===== src/rtl/evtmon_pkg.sv =====
// Package: shared constants and types for the dual-event counter.
// Assumes word offsets on a byte-addressed bus.
package evtmon_pkg;

    localparam int NUM_CTR  = 2;
    localparam int OFS_CFG  = 'h0;
    localparam int OFS_CTL  = 'h4;
    localparam int OFS_CNTA = 'h8;
    localparam int OFS_CNTB = 'hC;

    // Control word bit positions (decoded by software, so kept fixed).
    localparam int CTL_RUN  = 0;
    localparam int CTL_SNAP = 1;
    localparam int CTL_CLR  = 2;

    typedef enum logic [2:0] {
        RSEL_NONE,
        RSEL_CFG,
        RSEL_CTL,
        RSEL_CNTA,
        RSEL_CNTB
    } reg_sel_e;

    typedef struct packed {
        logic clr;
        logic snap;
    } ctr_cmd_t;

endpackage


===== src/rtl/evtmon_counter.sv =====
// Module: one saturating event counter with its shadow copy.
// Picks one line of the event bundle, counts it while run is high,
// clears on clr, and copies the post-count, pre-clear value on snap.
// Assumes NUM_EVENTS is a power of two so every select is in range.
module evtmon_counter #(
    parameter int NUM_EVENTS = 256,
    parameter int CNT_W      = 40,
    localparam int SEL_W     = $clog2(NUM_EVENTS)
) (
    input  logic                  clk,
    input  logic                  rst_n,
    input  logic                  run,
    input  evtmon_pkg::ctr_cmd_t  cmd,
    input  logic [SEL_W-1:0]      sel,
    input  logic [NUM_EVENTS-1:0] evt,
    output logic [CNT_W-1:0]      shadow
);

    logic [CNT_W-1:0] live_q;
    logic             hit;
    logic             at_max;
    logic [CNT_W-1:0] advanced;

    // Select the watched line and form the value after this edge's event.
    always_comb begin
        hit      = evt[sel];
        at_max   = &live_q;
        advanced = (run && hit && !at_max) ? live_q + CNT_W'(1) : live_q;
    end

    // Live counter: clear wins over counting.
    always_ff @(posedge clk) begin
        if (!rst_n) begin
            live_q <= '0;
        end else if (cmd.clr) begin
            live_q <= '0;
        end else begin
            live_q <= advanced;
        end
    end

    // Shadow: capture on snapshot, hold otherwise.
    always_ff @(posedge clk) begin
        if (!rst_n) begin
            shadow <= '0;
        end else if (cmd.snap) begin
            shadow <= advanced;
        end
    end

    AST_CLEAR_EMPTIES: assert property (@(posedge clk) disable iff (!rst_n)
        cmd.clr |=> live_q == '0);
    AST_STEP_AT_MOST_ONE: assert property (@(posedge clk) disable iff (!rst_n)
        !cmd.clr |=> (live_q == $past(live_q)) || (live_q == $past(live_q) + CNT_W'(1)));
    AST_HALT_HOLDS: assert property (@(posedge clk) disable iff (!rst_n)
        (!run && !cmd.clr) |=> $stable(live_q));
    AST_NO_WRAP: assert property (@(posedge clk) disable iff (!rst_n)
        ((&live_q) && !cmd.clr) |=> (&live_q));
    AST_SNAP_MATCHES: assert property (@(posedge clk) disable iff (!rst_n)
        (cmd.snap && !cmd.clr) |=> shadow == live_q);
    AST_SHADOW_HOLDS: assert property (@(posedge clk) disable iff (!rst_n)
        !cmd.snap |=> $stable(shadow));

endmodule


===== src/rtl/evtmon_regif.sv =====
// Module: register decode, stored select/run state and read mux.
// Writes take effect at the strobe's edge; reads are combinational.
// Assumes 2*SEL_W + 2*(CNT_W-DATA_W) fits in DATA_W.
module evtmon_regif #(
    parameter int NUM_EVENTS = 256,
    parameter int DATA_W     = 32,
    parameter int CNT_W      = 40,
    parameter int ADDR_W     = 8,
    localparam int SEL_W     = $clog2(NUM_EVENTS),
    localparam int UP_W      = CNT_W - DATA_W,
    localparam int NCTR      = evtmon_pkg::NUM_CTR
) (
    input  logic                       clk,
    input  logic                       rst_n,
    input  logic [ADDR_W-1:0]          bus_addr,
    input  logic                       bus_wr,
    input  logic [DATA_W-1:0]          bus_wdata,
    output logic [DATA_W-1:0]          bus_rdata,
    input  logic [NCTR-1:0][CNT_W-1:0] shadow,
    output logic [NCTR-1:0][SEL_W-1:0] sel,
    output logic                       run,
    output evtmon_pkg::ctr_cmd_t       cmd
);
    import evtmon_pkg::*;

    reg_sel_e rsel;
    logic     wr_cfg;
    logic     wr_ctl;
    logic     wdata_unused;
    logic [DATA_W-1:0] cfg_word;

    // Address decode: exact match only, anything else is unmapped.
    always_comb begin
        unique case (bus_addr)
            ADDR_W'(OFS_CFG):  rsel = RSEL_CFG;
            ADDR_W'(OFS_CTL):  rsel = RSEL_CTL;
            ADDR_W'(OFS_CNTA): rsel = RSEL_CNTA;
            ADDR_W'(OFS_CNTB): rsel = RSEL_CNTB;
            default:           rsel = RSEL_NONE;
        endcase
    end

    assign wr_cfg       = bus_wr && (rsel == RSEL_CFG);
    assign wr_ctl       = bus_wr && (rsel == RSEL_CTL);
    assign wdata_unused = ^bus_wdata[DATA_W-1:2*SEL_W];

    // One-cycle command pulses: never stored.
    always_comb begin
        cmd.clr  = wr_ctl && bus_wdata[CTL_CLR];
        cmd.snap = wr_ctl && bus_wdata[CTL_SNAP];
    end

    // Stored selects, written together through the config offset.
    always_ff @(posedge clk) begin
        if (!rst_n) begin
            sel <= '0;
        end else if (wr_cfg) begin
            for (int i = 0; i < NCTR; i++) begin
                sel[i] <= bus_wdata[i*SEL_W +: SEL_W];
            end
        end
    end

    // Stored run flag, updated by every control write.
    always_ff @(posedge clk) begin
        if (!rst_n) begin
            run <= 1'b0;
        end else if (wr_ctl) begin
            run <= bus_wdata[CTL_RUN];
        end
    end

    // Config word: selects low, then each shadow's upper field.
    always_comb begin
        cfg_word = '0;
        for (int i = 0; i < NCTR; i++) begin
            cfg_word[i*SEL_W +: SEL_W]            = sel[i];
            cfg_word[NCTR*SEL_W + i*UP_W +: UP_W] = shadow[i][CNT_W-1:DATA_W];
        end
    end

    // Read mux.
    always_comb begin
        case (rsel)
            RSEL_CFG:  bus_rdata = cfg_word;
            RSEL_CTL:  bus_rdata = DATA_W'(run);
            RSEL_CNTA: bus_rdata = shadow[0][DATA_W-1:0];
            RSEL_CNTB: bus_rdata = shadow[1][DATA_W-1:0];
            default:   bus_rdata = '0;
        endcase
    end

    AST_RUN_FOLLOWS_WRITE: assert property (@(posedge clk) disable iff (!rst_n)
        wr_ctl |=> run == $past(bus_wdata[CTL_RUN]));
    AST_SEL_ONLY_BY_CFG: assert property (@(posedge clk) disable iff (!rst_n)
        !wr_cfg |=> $stable(sel));
    AST_UNMAPPED_WR_INERT: assert property (@(posedge clk) disable iff (!rst_n)
        (bus_wr && rsel == RSEL_NONE) |=> ($stable(run) && $stable(sel)));

endmodule


===== src/rtl/evt_pair_monitor.sv =====
// Module: top of the dual-event performance counter.
// Joins the register interface to one counter per watched event.
// Assumes NUM_EVENTS is a power of two and CNT_W > DATA_W.
module evt_pair_monitor #(
    parameter int NUM_EVENTS = 256,
    parameter int DATA_W     = 32,
    parameter int CNT_W      = 40,
    parameter int ADDR_W     = 8
) (
    input  logic                  clk,
    input  logic                  rst_n,
    input  logic [ADDR_W-1:0]     bus_addr,
    input  logic                  bus_wr,
    input  logic [DATA_W-1:0]     bus_wdata,
    output logic [DATA_W-1:0]     bus_rdata,
    input  logic [NUM_EVENTS-1:0] evt_in
);
    localparam int SEL_W = $clog2(NUM_EVENTS);
    localparam int NCTR  = evtmon_pkg::NUM_CTR;

    logic [NCTR-1:0][SEL_W-1:0] sel;
    logic [NCTR-1:0][CNT_W-1:0] shadow;
    logic                       run;
    evtmon_pkg::ctr_cmd_t       cmd;

    evtmon_regif #(
        .NUM_EVENTS(NUM_EVENTS),
        .DATA_W    (DATA_W),
        .CNT_W     (CNT_W),
        .ADDR_W    (ADDR_W)
    ) u_regif (
        .clk      (clk),
        .rst_n    (rst_n),
        .bus_addr (bus_addr),
        .bus_wr   (bus_wr),
        .bus_wdata(bus_wdata),
        .bus_rdata(bus_rdata),
        .shadow   (shadow),
        .sel      (sel),
        .run      (run),
        .cmd      (cmd)
    );

    // One counter per watched event.
    for (genvar g = 0; g < NCTR; g++) begin : g_ctr
        evtmon_counter #(
            .NUM_EVENTS(NUM_EVENTS),
            .CNT_W     (CNT_W)
        ) u_ctr (
            .clk   (clk),
            .rst_n (rst_n),
            .run   (run),
            .cmd   (cmd),
            .sel   (sel[g]),
            .evt   (evt_in),
            .shadow(shadow[g])
        );
    end

endmodule


===== config.mk =====
export PLATFORM = sky130hd
export DESIGN_NAME = evt_pair_monitor
export DESIGN_NICKNAME = d
export VERILOG_FILES = /design/src/rtl/evtmon_pkg.sv /design/src/rtl/evtmon_counter.sv /design/src/rtl/evtmon_regif.sv /design/src/rtl/evt_pair_monitor.sv
export SDC_FILE = /design/constraint.sdc
export NUM_CORES = 1
export LEC_CHECK = 0
export BUFFER_PORTS_ARGS = -buffer_cell sky130_fd_sc_hd__buf_4
export CAP_MARGIN = 5
export CORE_AREA = 2 2 235 145
export DETAILED_ROUTE_END_ITERATION = 10
export DIE_AREA = 0 0 237 147
export GPL_TIMING_DRIVEN = 0
export PLACE_DENSITY = 0.6
export SYNTH_ARGS = -nofsm -noshare
export SYNTH_HDL_FRONTEND = slang
export SYNTH_SLANG_ARGS = --single-unit

===== constraint.sdc =====
create_clock -name clk -period 3.3 [get_ports clk]
set_input_delay 0.66 -clock clk [delete_from_list [all_inputs] [get_ports clk]]
set_output_delay 0.66 -clock clk [all_outputs]
set_load 0.01 [all_outputs]

After elaboration in Yosys (flattened, before gate mapping)
Cells that the tools add are included.
- register bits: 177
- input bits: 299
- output and inout port bits: 32
- word-level logic and storage cells: 41
- add/sub/neg operators: 2
- $lt $le $gt $ge: 2
- equal/unequal tests: 7
- muxes and demuxes: 8
- bitwise operators: 1
- reduce and logical (&&, ||, !) cells: 14
- operators with widths (cell ; count):
    $pmux W32 S4 ; 1
    $add A40 B1 Y40 const B ; 2
    $mux W40 ; 2
    $reduce_and A40 Y1 ; 2
    $lt A8 B9 Y1 const B ; 2
    $bmux W1 S8 ; 2
    $eq A8 B4 Y1 const B ; 2
    $pmux W3 S4 ; 1
    $eq A8 B3 Y1 const B ; 1
    $logic_and A1 B1 Y1 ; 8
    $logic_not A8 Y1 ; 1
    $eq A3 B2 Y1 const B ; 2
    $eq A3 B1 Y1 const B ; 1
    $eq A3 B3 Y1 const B ; 1
    $logic_not A1 Y1 ; 2
    $mux W1 ; 2
    $reduce_or A2 Y1 ; 1
    $not A1 Y1 ; 1

Depth between registers and ports, before layout
Gate-level depths: netlist of the first run.
- depth after elaboration: 6
- mapped depth: 14
- mapped depth without buffers: 8

Cells and area by module
A second synthesis of the first run with hierarchy kept.
- cells, all modules: 1536
- area total of the unflattened synthesis: 13882.1 µm²
- modules (own cells, without submodules) (module ; times used ; cells an instance ; area each (µm²) ; seq. area each (µm²)):
    evtmon_counter ; 2 ; 656 ; 6128.4 ; 1601.5
    evtmon_regif ; 1 ; 224 ; 1625.3 ; 340.3

Worst setup path after synthesis of the first run
No wires, ideal clock.
- kind: in2reg
- start point: in evt_in[15]
- end point: reg g_ctr[0].u_ctr.shadow[26]
- library setup time: 0.132 ns
- arrival time: 2.618 ns
- required time: 3.168 ns
- setup slack: 0.549 ns
- stages: 10
- buffers on the path: 2
- path through: mux4_2 a2bb2oi_1 a211o_1 nor4_1 a221oi_2 buf_2 buf_2 nand4_1 xor2_1 a21oi_1
- longest elaborated chain between the ends: 5
- RTL lines (element ; RTL line ; source):
    start, declared ; evt_pair_monitor.sv:16 ; input logic [NUM_EVENTS-1:0] evt_in
    $bmux W1 S8 ; evtmon_counter.sv:26 ; hit = evt[sel];
    $mux W1 (not written as such) ; evtmon_counter.sv:26 ;
    $logic_and A1 B1 Y1 (2 in series) ; evtmon_counter.sv:28 ; advanced = (run && hit && !at_max) ? live_q + CNT_W'(1) : live_q;
    $mux W40 ; evtmon_counter.sv:28 ;
    end signal, assigned ; evtmon_counter.sv:47 ; shadow <= advanced;
    end, declared ; evtmon_counter.sv:16 ; output logic [CNT_W-1:0] shadow
Every way passes these cells. The select of a mux whose other input is x is not followed.
A chain may end at the register's enable or synchronous reset.

Worst setup path after layout of the first run
- start point: reg u_regif.sel[13] in the netlist's numbering
- end point: reg g_ctr[1].u_ctr.shadow[7]
- longest elaborated chain between the ends: 5
- RTL lines (element ; RTL line ; source):
    start, declared ; evtmon_regif.sv:20 ; output logic [NCTR-1:0][SEL_W-1:0] sel,
    start signal, assigned by index ; evtmon_regif.sv:59 ; sel[i] <= bus_wdata[i*SEL_W +: SEL_W];
    $bmux W1 S8 ; evtmon_counter.sv:26 ;
    $mux W1 (not written as such) ; evtmon_counter.sv:26 ;
    $logic_and A1 B1 Y1 (2 in series) ; evtmon_counter.sv:28 ;
    $mux W40 ; evtmon_counter.sv:28 ;
    end signal, assigned ; evtmon_counter.sv:47 ;
    end, declared ; evtmon_counter.sv:16 ;
Every way passes these cells. The select of a mux whose other input is x is not followed.

==> flow_summary.yaml, run 1 <==
route:
  wire_per_inst_um: 28.13
  drc: 0
  initialDrtViolationCount: 2154
  via_count: 14390
  routed_wl_um: 62280
  postRouteAntennaNets: 0
  dr.pass1.iters: 7
  vias_per_cell: 6.499
logic_synthesis:
  syn_area_um2: 12900
  ys_types: 75
  netlist_top_cells_count: "dfxtp_1, nor2_1, mux4_2, a21oi_1, nand2_1"
  syn_inst: 1399
  synthArstFlopShare_pct: 0
  synth_most_common_cell: "dfxtp_1"
  synthesis.nets: 1700
  yosys-top-cells-area: "dfxtp_1, mux4_2, a21oi_1, nor2_1, mux2_2"
  yosys.area.top_type: "dfxtp_1"
  synth_flop_cell: "dfxtp_1"
  synth_top_area_share_pct: 27.46
  avgSynthCellArea_um2: 9.223
  synth.ff_latch_count: 177
  yosysWarnings: 0
  ys_seq_area_share_pct: 27.46
  synth_enable_flop_cells: 0
floorplanning:
  dieArea_um2: 34840
  num_rows: 52
  die_x_um: 237
  die_h_um: 147
  ioPinCount: 331
  start_util_pct: 39.27
  coreArea_um2: 32860
grt:
  grt_pass1_wl_um: 87710
  busiest_layer: "met1"
  grt_usage_pct: 34.40
  grt_max_degree: 17
  antenna_found_initial: 2
  use_met1_pct: 53.36
  grt_pass1_vias: 13240
  grt_overflow: 0
  grt_use_met3_pct: 11.67
  use_met2_pct: 45.16
sta:
  period_needed_ns: 3.302
  skew_ns: 0.01160
  hold_violations: 0
  finalSetupViolations: 1
  tns_ns: -0.002212
  max_freq_mhz: 302.8
  finalCritPeriodShare_pct: 100.1
  whs_ns: 0.4712
  setup_slack_ns: -0.002212
  relSlewSlack_pct: 46.65
  tightest_slew_ns: 0.8003
  report.final.slew_viol_count: 0
  rsz0062_at_grt: "true"
power_and_ir_drop:
  seq_power_share_pct: 43.9
  vdd_drop_max_uv: 370.0
  p_total_mw: 4.866
  p_int_mw: 3.638
  leakage_nw: 6.268
  switching_share_pct: 25.23
  p_switching_mw: 1.228
  power_density_nw_per_um2: 275.8
  power_frac_comb_pct: 12.9
  power_frac_clock_pct: 43.2
worst_setup_path:
  critPathKind: "reg2reg"
  endpoint_kind: "flop"
  arrival_ns: 3.69
  worstPathRequired_ns: 3.69
  cp-start-kind: "flop"
  cp_max_fo: 10
clock_network:
  cts_buffer_depth: 2
  clk_latency_ns: 0.45
  root_buffer: "clkbuf_16"
  cts_buffers: 17
  cts_tree: "yes"
  path_clk_slew_ns: 0.07
  cts.sink_count: 177
  cts-htree-levels: 4
place:
  post-place-ws_ns: -0.8602
  globalplace.congestion: 0.9925
  port_buffers: 312
  post-dp-hpwl_um: 48960
  dpl_cell_area_um2: 15790
  dp.cells: 2143
run:
  max_cap_violations: 0
status:
  violations: "setup timing"
  outcome: "complete, but fails checks"
layout:
  multiInputGateArea_um2: 9166
  synthToLayoutAreaGrowth_pct: 36.73
  nets: 2069
  drive_above_1_share_pct: 39.53
  stdcell_count: 2214
  seqCellArea_um2: 3545
  fillers: 3048
  final_util_pct: 53.69
  fin_area_um2: 17640
hold_path:
  hp-class: "in2reg"
==> sequential cells by signal (all words and copies together) (netlist names) <==
| signal | cells |
|---|---|
| u_regif.run | 1 |
| g_ctr.u_ctr.shadow | 80 |
| g_ctr.u_ctr.live_q | 80 |
| u_regif.sel | 16 |
==> final cells by class <==
class / count / area share, %
multi-input cells: 1068 / 51.96
clock inverters: 11 / 0.6738
plain buffers: 125 / 5.447
flip-flops and latches: 177 / 20.09
inverters: 28 / 0.6525
diodes: 1 / 0.01418
clock buffers: 21 / 2.723
well taps: 432 / 3.064
repair buffers: 351 / 15.38
==> cells in the final DEF (no fill, tap or decap), types with 10 or more instances in the layout <==
cell type / n
nor4_2: 11
mux2i_1: 33
mux2_2: 39
and3_1: 29
clkbuf_16: 21
buf_6: 14
or3_1: 10
nor2_1: 120
a22oi_1: 44
and4_1: 10
nor3_1: 25
dfxtp_1: 176
xor2_1: 12
nor2b_1: 12
a31oi_1: 32
clkbuf_4: 14
buf_4: 357
inv_1: 25
buf_12: 11
nand3_1: 53
o21ai_0: 80
mux4_2: 118
a21oi_1: 100
nand4_1: 47
clkbuf_1: 56
and2_1: 12
nand2_1: 94
==> cell families (layout without fill, tap and decap cells) <==
logic type | count (synthesis) | in the layout | share of synthesized area, %
and+or+nand+nor | 486 | 486 | 19.70
muxes | 200 | 200 | 27.34
adders and majority gates | 2 | 2 | 0.1939
xor gates and xnor gates | 40 | 40 | 2.715
DFF | 177 | 177 | 27.46
other | 0 | 1 | 0
buffers and inverters | 154 | 536 | 6.148
AOI/OAI and AO/OA | 340 | 340 | 16.45
==> final timing paths <==
path	from	to	slack (ns)	cells after the start
setup / recovery	u_regif.sel[13]	g_ctr[1].u_ctr.shadow[7]	-0.002	9
hold / removal	bus_wdata[3]	u_regif.sel[3]	0.47	3
setup reg to reg	u_regif.sel[13]	g_ctr[1].u_ctr.shadow[7]	-0.002	9
hold reg to reg	g_ctr[0].u_ctr.shadow[9]	g_ctr[0].u_ctr.shadow[9]	0.49	2
==> critical path, stage by stage, from the launching register on <==
cell and delay (ns):
dfxtp_1 0.32, buf_1 0.46, clkbuf_2 0.48, mux2i_1 0.29
o211a_1 0.27, o21a_1 0.32, nand4_4 0.29, clkbuf_16 0.27
or3_1 0.37, a31oi_1 0.16
==> power groups by stage <==
stage	logic, mW	clock network, mW	registers, mW
floorplan	0.211	0	2.19
global placement	0.579	0	2.19
detailed placement	0.590	0	2.19
CTS	0.600	2.11	2.14
global route	0.652	2.20	2.14
finish	0.628	2.10	2.14
==> repair_timing <==
item | in CTS | in global routing
resized for setup | 80 | 119
cloned | 0 | 5
endpoints found under the setup margin | 160 | 152
pin swaps | 9 | 20
hold endpoints to repair | 0 | 0
buffers inserted | 4 | 29
hold buffers | 0 | 0
==> layer usage <==
metal,wire length [um],share of wire (%)
met5,0,0
met4,1291,2.1
met3,8875,14
met2,24540,39
met1,27580,44
(Power assumes the default switching activity.)
==> inputs of run 2 (changes only) <==
--- a/config.mk
+++ b/config.mk
@@ -5,13 +5,15 @@
 export SDC_FILE = /design/constraint.sdc
 export NUM_CORES = 1
 export LEC_CHECK = 0
+export ABC_AREA = 1
 export BUFFER_PORTS_ARGS = -buffer_cell sky130_fd_sc_hd__buf_4
 export CAP_MARGIN = 5
-export CORE_AREA = 2 2 235 145
+export CORE_AREA = 2 2 252 155
 export DETAILED_ROUTE_END_ITERATION = 10
-export DIE_AREA = 0 0 237 147
+export DIE_AREA = 0 0 254 157
 export GPL_TIMING_DRIVEN = 0
-export PLACE_DENSITY = 0.6
+export PLACE_DENSITY = 0.58
+export REMOVE_ABC_BUFFERS = 1
 export SYNTH_ARGS = -nofsm -noshare
 export SYNTH_HDL_FRONTEND = slang
 export SYNTH_SLANG_ARGS = --single-unit
==> flow_summary.yaml, run 2 <==
layout:
  seqCellArea_um2: 3571
  n_antenna_cell: 0
  nets: 3152
  layout_commonest_cell: "nand2_1"
  final_cell_mix: "nand2_1, nand3_1, buf_4"
  drive_above_1_share_pct: 16.08
  largestRegisters: "g_ctr.u_ctr.live_q (80), g_ctr.u_ctr.shadow (80), u_regif.sel (16)"
  multiInputGateArea_um2: 9991
  fillers: 3993
  synthToLayoutAreaGrowth_pct: 27.95
floorplanning:
  die_h_um: 157
  dieArea_um2: 39880
  coreArea_um2: 37300
  ioPinCount: 331
  die_x_um: 254
  num_rows: 55
  start_util_pct: 39.84
worst_setup_path:
  reg2reg_depth: 14
  critPathLaunch: "u_regif.sel[11]"
  worstPathBufferInverterCount: 3
  r2r-end: "g_ctr[1].u_ctr.shadow[7]"
  arrival_ns: 3.59
  crit_end: "g_ctr[1].u_ctr.shadow[7]"
  endpoint_kind: "flop"
  max_stage_delay_ns: 0.78
  slowest_stage: "dfxtp_2"
  cp.depth: 14
  critPathKind: "reg2reg"
  reg2reg_slack_ns: 0.06
  worstPathRequired_ns: 3.64
  cp_max_fo: 18
  cp_cell_sequence: "clkinv_2, nand3_1, nand2_1, nand2_1, nand3_1, nand3_1, nand3_4, nand2_8, nand3_4, buf_4, nand2_1, nand3_1, nand2_1, inv_1"
  path_delay_family: "simple AND/OR/NAND/NOR gates"
  r2r-start: "u_regif.sel[11]"
  cp-start-kind: "flop"
hold_path:
  hp-class: "reg2reg"
place:
  post-place-ws_ns: -1.903
  globalplace.congestion: 0.9288
  port_buffers: 314
  post-dp-hpwl_um: 47700
run:
  max_cap_violations: 0
status:
  outcome: "completed"
power_and_ir_drop:
  power_density_nw_per_um2: 254.5
  leakage_nw: 8.150
  p_total_mw: 4.838
  power_frac_comb_pct: 13.8
  p_switching_mw: 1.257
  power_frac_clock_pct: 42.1
  p_int_mw: 3.581
  switching_share_pct: 25.98
  seq_power_share_pct: 44.1
  vdd_drop_max_uv: 348.1
route:
  initialDrtViolationCount: 2741
  drc: 0
  vias_per_cell: 5.812
  via_count: 19610
  routed_wl_um: 73630
  postRouteAntennaNets: 0
  wire_per_inst_um: 21.82
  dr.pass1.iters: 6
logic_synthesis:
  synth_top_family_by_area: "simple AND/OR/NAND/NOR gates"
  synth_top_area_share_pct: 23.85
  ys_seq_area_share_pct: 23.85
  syn_area_um2: 14860
  synth_fa_ha_area_share_pct: 0.1684
  netlist_top_cells_count: "nand2_1, nand3_1, inv_1, dfxtp_1, a21oi_1"
  yosysWarnings: 0
  syn_inst: 2635
  yosys.area.top_type: "dfxtp_1"
  synthMuxAreaShare_pct: 0
  synth_most_common_cell: "nand2_1"
  avgSynthCellArea_um2: 5.639
  synth_xor_area_share_pct: 3.890
  synth-compound-area-share_pct: 8.690
  synthArstFlopShare_pct: 0
  yosys.area_share.simple_pct: 51.88
  synth_enable_flop_cells: 0
  synth.ff_latch_count: 177
  yosys-top-cells-area: "dfxtp_1, nand2_1, nand3_1, inv_1, a21oi_1"
  synth_flop_cell: "dfxtp_1"
  ys_types: 28
sta:
  skew_ns: 0.008305
  tightest_slew_ns: 1.239
  report.final.slew_viol_count: 0
  finalSetupViolations: 0
  relSlewSlack_pct: 17.37
  period_needed_ns: 3.243
  tns_ns: 0
  finalCritPeriodShare_pct: 98.29
  hold_violations: 0
  max_freq_mhz: 308.3
  setup_slack_ns: 0.05652
grt:
  antenna_found_initial: 0
  grt_max_degree: 97
  grt_pass1_vias: 17760
  grt_usage_pct: 35.26
  grt_overflow: 0
  grt_pass1_wl_um: 107600
clock_network:
  root_buffer: "clkbuf_16"
  cts_buffers: 17
  cts_buffer_depth: 2
  path_clk_slew_ns: 0.07
  cts_hold_buffers: 0
  clk_latency_ns: 0.45
  cts_tree: "yes"
  cts-htree-levels: 4
  cts.sink_count: 177
==> run 2: tightest hold or removal path, delay by kind of cell, from the launching register on <==
family           cells  cell delay (ns)
flip-flops           1             0.31
AND/OR/NAND/NOR      1             0.08
AO/OA/AOI/OAI        1             0.06
==> run 2: worst min path at each step <==
stage               cells after the start                 startpoint                        end  slack, ns
detailed placement                      2  g_ctr[0].u_ctr.live_q[39]  g_ctr[0].u_ctr.live_q[39]       0.49
global route                            3               bus_wdata[3]             u_regif.sel[3]       0.51
global placement                        2  g_ctr[0].u_ctr.live_q[39]  g_ctr[0].u_ctr.live_q[39]       0.48
CTS                                     3               bus_wdata[6]             u_regif.sel[6]       0.48
floorplan                               2            u_regif.sel[15]            u_regif.sel[15]       0.46
finish                                  2  g_ctr[0].u_ctr.live_q[39]  g_ctr[0].u_ctr.live_q[39]       0.49
==> run 2: cells by family after synthesis <==
logic type,count (synthesis)
and+or+nand+nor,1749
AOI/OAI and AO/OA,226
adders and majority gates,2
xor gates and xnor gates,66
DFF,177
buffers and inverters,415
==> run 2: per-layer routing <==
layer,up-vias,GRT usage [%],share of wire (%)
li1,9189,-,-
met1,9139,52.10,45
met2,1136,49.70,40
met3,146,7.756,12
met4,0,12.04,3.4
met5,-,0,0
==> run 2: power groups by stage <==
| stage | logic, mW | clock network [mW] | registers (mW) |
|---|---|---|---|
| after floorplan | 0.209 | 0 | 2.19 |
| after global placement | 0.587 | 0 | 2.19 |
| after detailed placement | 0.606 | 0 | 2.19 |
| after CTS | 0.640 | 2.06 | 2.14 |
| after global routing | 0.721 | 2.14 | 2.13 |
| final | 0.667 | 2.04 | 2.13 |
==> run 2: layout make-up <==
cell class              instances  area share (%)
clock inverters                 9          0.5857
clock buffers                  20           2.349
repair inverters                1         0.04607
repair buffers                371           17.35
well taps                     513           3.376
flip-flops and latches        177           18.78
inverters                     229           4.962
multi-input cells            2054           52.55
==> run 2: metrics by stage <==
stage / area, um2 / hold WS, ns / instances / util [%]
after global placement: 17010 / 0.4763 / 3276 / 45.59
after floorplan: 14010 / 0.4569 / 2449 / -
after CTS: 18560 / 0.4849 / 3343 / 49.75
after detailed placement: 17390 / 0.4854 / 3289 / 46.63
after global routing: 19010 / 0.5092 / 3374 / 50.97
final: 19010 / 0.4928 / 3374 / 50.97
==> run 2: what timing repair did <==
action                                  CTS  global route
endpoints found under the setup margin  208           171
resized for setup                        46            22
buffers inserted                         13            24
gates cloned                             12             7
hold endpoints to repair                  0             0
pin swaps                                 7             5
==> inputs of run 3 (changes only) <==
==> constraint.sdc (replaced) <==
create_clock -name clk -period 4 [get_ports clk]
set_input_delay 0.8 -clock clk [delete_from_list [all_inputs] [get_ports clk]]
set_output_delay 0.8 -clock clk [all_outputs]
set_load 0.01 [all_outputs]
==> flow_summary.yaml, run 3 (synthesis gave the netlist of run 2 again) <==
status:
  outcome: "completed"
worst_setup_path:
  reg2reg_slack_ns: 0.21
  max_stage_delay_ns: 0.60
  arrival_ns: 4.19
  reg2reg_depth: 18
  crit_path_frequent_cell: "nand3_1"
  worstPathBufferInverterCount: 4
  cp-start-kind: "flop"
  cp_max_fo: 83
  cp.depth: 18
  path_delay_family: "simple AND/OR/NAND/NOR gates"
  r2r-start: "u_regif.sel[8]"
  cp_cell_sequence: "buf_16, clkinv_8, buf_16, nand2_1, nand3_1, nand3_1, nand3_1, nand2_1, nand2_1, nand3_1, nand3_1, nand3_2, nand2_8, nand3_4, nand2_1, nand3_1, nand2_1, inv_1"
  critPathLaunch: "u_regif.sel[8]"
  critPathKind: "reg2reg"
  slowest_stage: "dfxtp_4"
  endpoint_kind: "flop"
  worstPathRequired_ns: 4.40
floorplanning:
  die_x_um: 254
  ioPinCount: 331
  die_h_um: 157
  num_rows: 55
  coreArea_um2: 37300
  start_util_pct: 39.84
  dieArea_um2: 39880
layout:
  final_util_pct: 49.21
  drive_above_1_share_pct: 14.32
  final_cell_mix: "nand2_1, nand3_1, buf_4"
  fin_area_um2: 18360
  synthToLayoutAreaGrowth_pct: 23.53
  layout_commonest_cell: "nand2_1"
  nets: 3112
  largestRegisters: "g_ctr.u_ctr.live_q (80), g_ctr.u_ctr.shadow (80), u_regif.sel (16)"
route:
  routed_wl_um: 70350
  via_count: 19240
  vias_per_cell: 5.770
  initialDrtViolationCount: 2685
  dr.pass1.iters: 6
  wire_per_inst_um: 21.09
  postRouteAntennaNets: 0
  drc: 0
power_and_ir_drop:
  seq_power_share_pct: 44.3
  power_frac_clock_pct: 42.3
  vdd_drop_max_uv: 286.9
  leakage_nw: 7.843
  p_int_mw: 2.948
  switching_share_pct: 25.93
  power_density_nw_per_um2: 216.9
  p_switching_mw: 1.032
  power_frac_comb_pct: 13.4
place:
  dpl_cell_area_um2: 17390
  post-dp-hpwl_um: 47700
  port_buffers: 314
  globalplace.congestion: 0.9288
  post-place-ws_ns: -1.203
clock_network:
  clk_latency_ns: 0.45
  path_clk_slew_ns: 0.07
  cts_tree: "yes"
  cts-htree-levels: 4
  root_buffer: "clkbuf_16"
  cts_buffer_depth: 2
  cts.sink_count: 177
  cts_buffers: 17
grt:
  grt_max_degree: 97
  grt_overflow: 0
  grt_pass1_wl_um: 104000
  grt_usage_pct: 33.81
  grt_pass1_vias: 17440
  antenna_found_initial: 1
hold_path:
  min_from: "g_ctr[0].u_ctr.live_q[39]"
  hold_depth: 2
  hp-class: "reg2reg"
sta:
  finalSetupViolations: 0
  report.final.slew_viol_count: 0
  tightest_slew_ns: 1.234
  max_freq_mhz: 263.9
  finalCritPeriodShare_pct: 94.75
  setup_slack_ns: 0.2100
  period_needed_ns: 3.790
  tns_ns: 0
  skew_ns: 0.008201
  rsz0062_at_grt: "false"
  relSlewSlack_pct: 17.74
  hold_violations: 0
run:
  max_cap_violations: 0
==> run 3: changes by cell type in the layout (fill, tap and decap cells not counted), sizes merged, moves of 2 or more <==
cell	previous run	this run
buf	365	334
nand3	621	618
bufbuf	2	0
clkbuf	24	22
clkinv	9	11
inv	225	223
==> run 3: what timing repair did <==
action                                  4_1_cts  5_1_grt
gates resized for setup                      15       16
cloned                                        3        6
pin swaps                                     3        4
buffers inserted                              2        5
hold buffers                                  0        0
endpoints found under the setup margin      192      152
==> run 3: area by class of cell <==
cell class                 count  area, um2
fill                        4040      18940
timing repair buffer         336       2878
inverter                     229      915.9
sequential                   177       3570
clock buffer                  20      446.7
clock inverter                 9      111.4
antenna                        1      2.502
tap                          513      641.9
multi-input combinational   2050       9789
==> run 3: layer usage <==
| layer | vias up | global-route usage (%) | wire [um] |
|---|---|---|---|
| li1 | 9100 | - | - |
| met1 | 8989 | 49.65 | 32390 |
| met2 | 1022 | 48.06 | 28320 |
| met3 | 132 | 7.657 | 7302 |
| met4 | 0 | 11.18 | 2325 |
| met5 | - | 0 | 0 |
==> run 3: worst min-delay path, stage by stage, from the launching register on <==
cell and delay, ns:
dfxtp_1 0.31, nand2_1 0.08, a21oi_1 0.06
==> run 3: path summary, 6_finish.rpt <==
kind,to
max reg2reg,g_ctr[1].u_ctr.shadow[34]
max,g_ctr[1].u_ctr.shadow[34]
min,g_ctr[0].u_ctr.live_q[39]
min reg2reg,g_ctr[0].u_ctr.live_q[39]
==> run 3: power by group through the flow <==
stage	logic, mW	clock network [mW]	registers (mW)
after floorplan	0.172	0	1.81
after global placement	0.484	0	1.81
after detailed placement	0.500	0	1.80
after CTS	0.509	1.70	1.76
after global routing	0.580	1.77	1.76
final	0.535	1.68	1.76
==> run 3: stage by stage <==
stage | cells | hold WS (ns) | total power, mW
floorplan | 2449 | 0.4569 | 1.978
global placement | 3276 | 0.4763 | 2.293
detailed placement | 3289 | 0.4854 | 2.303
CTS | 3323 | 0.4953 | 3.968
global route | 3334 | 0.5102 | 4.108
finish | 3335 | 0.4937 | 3.981
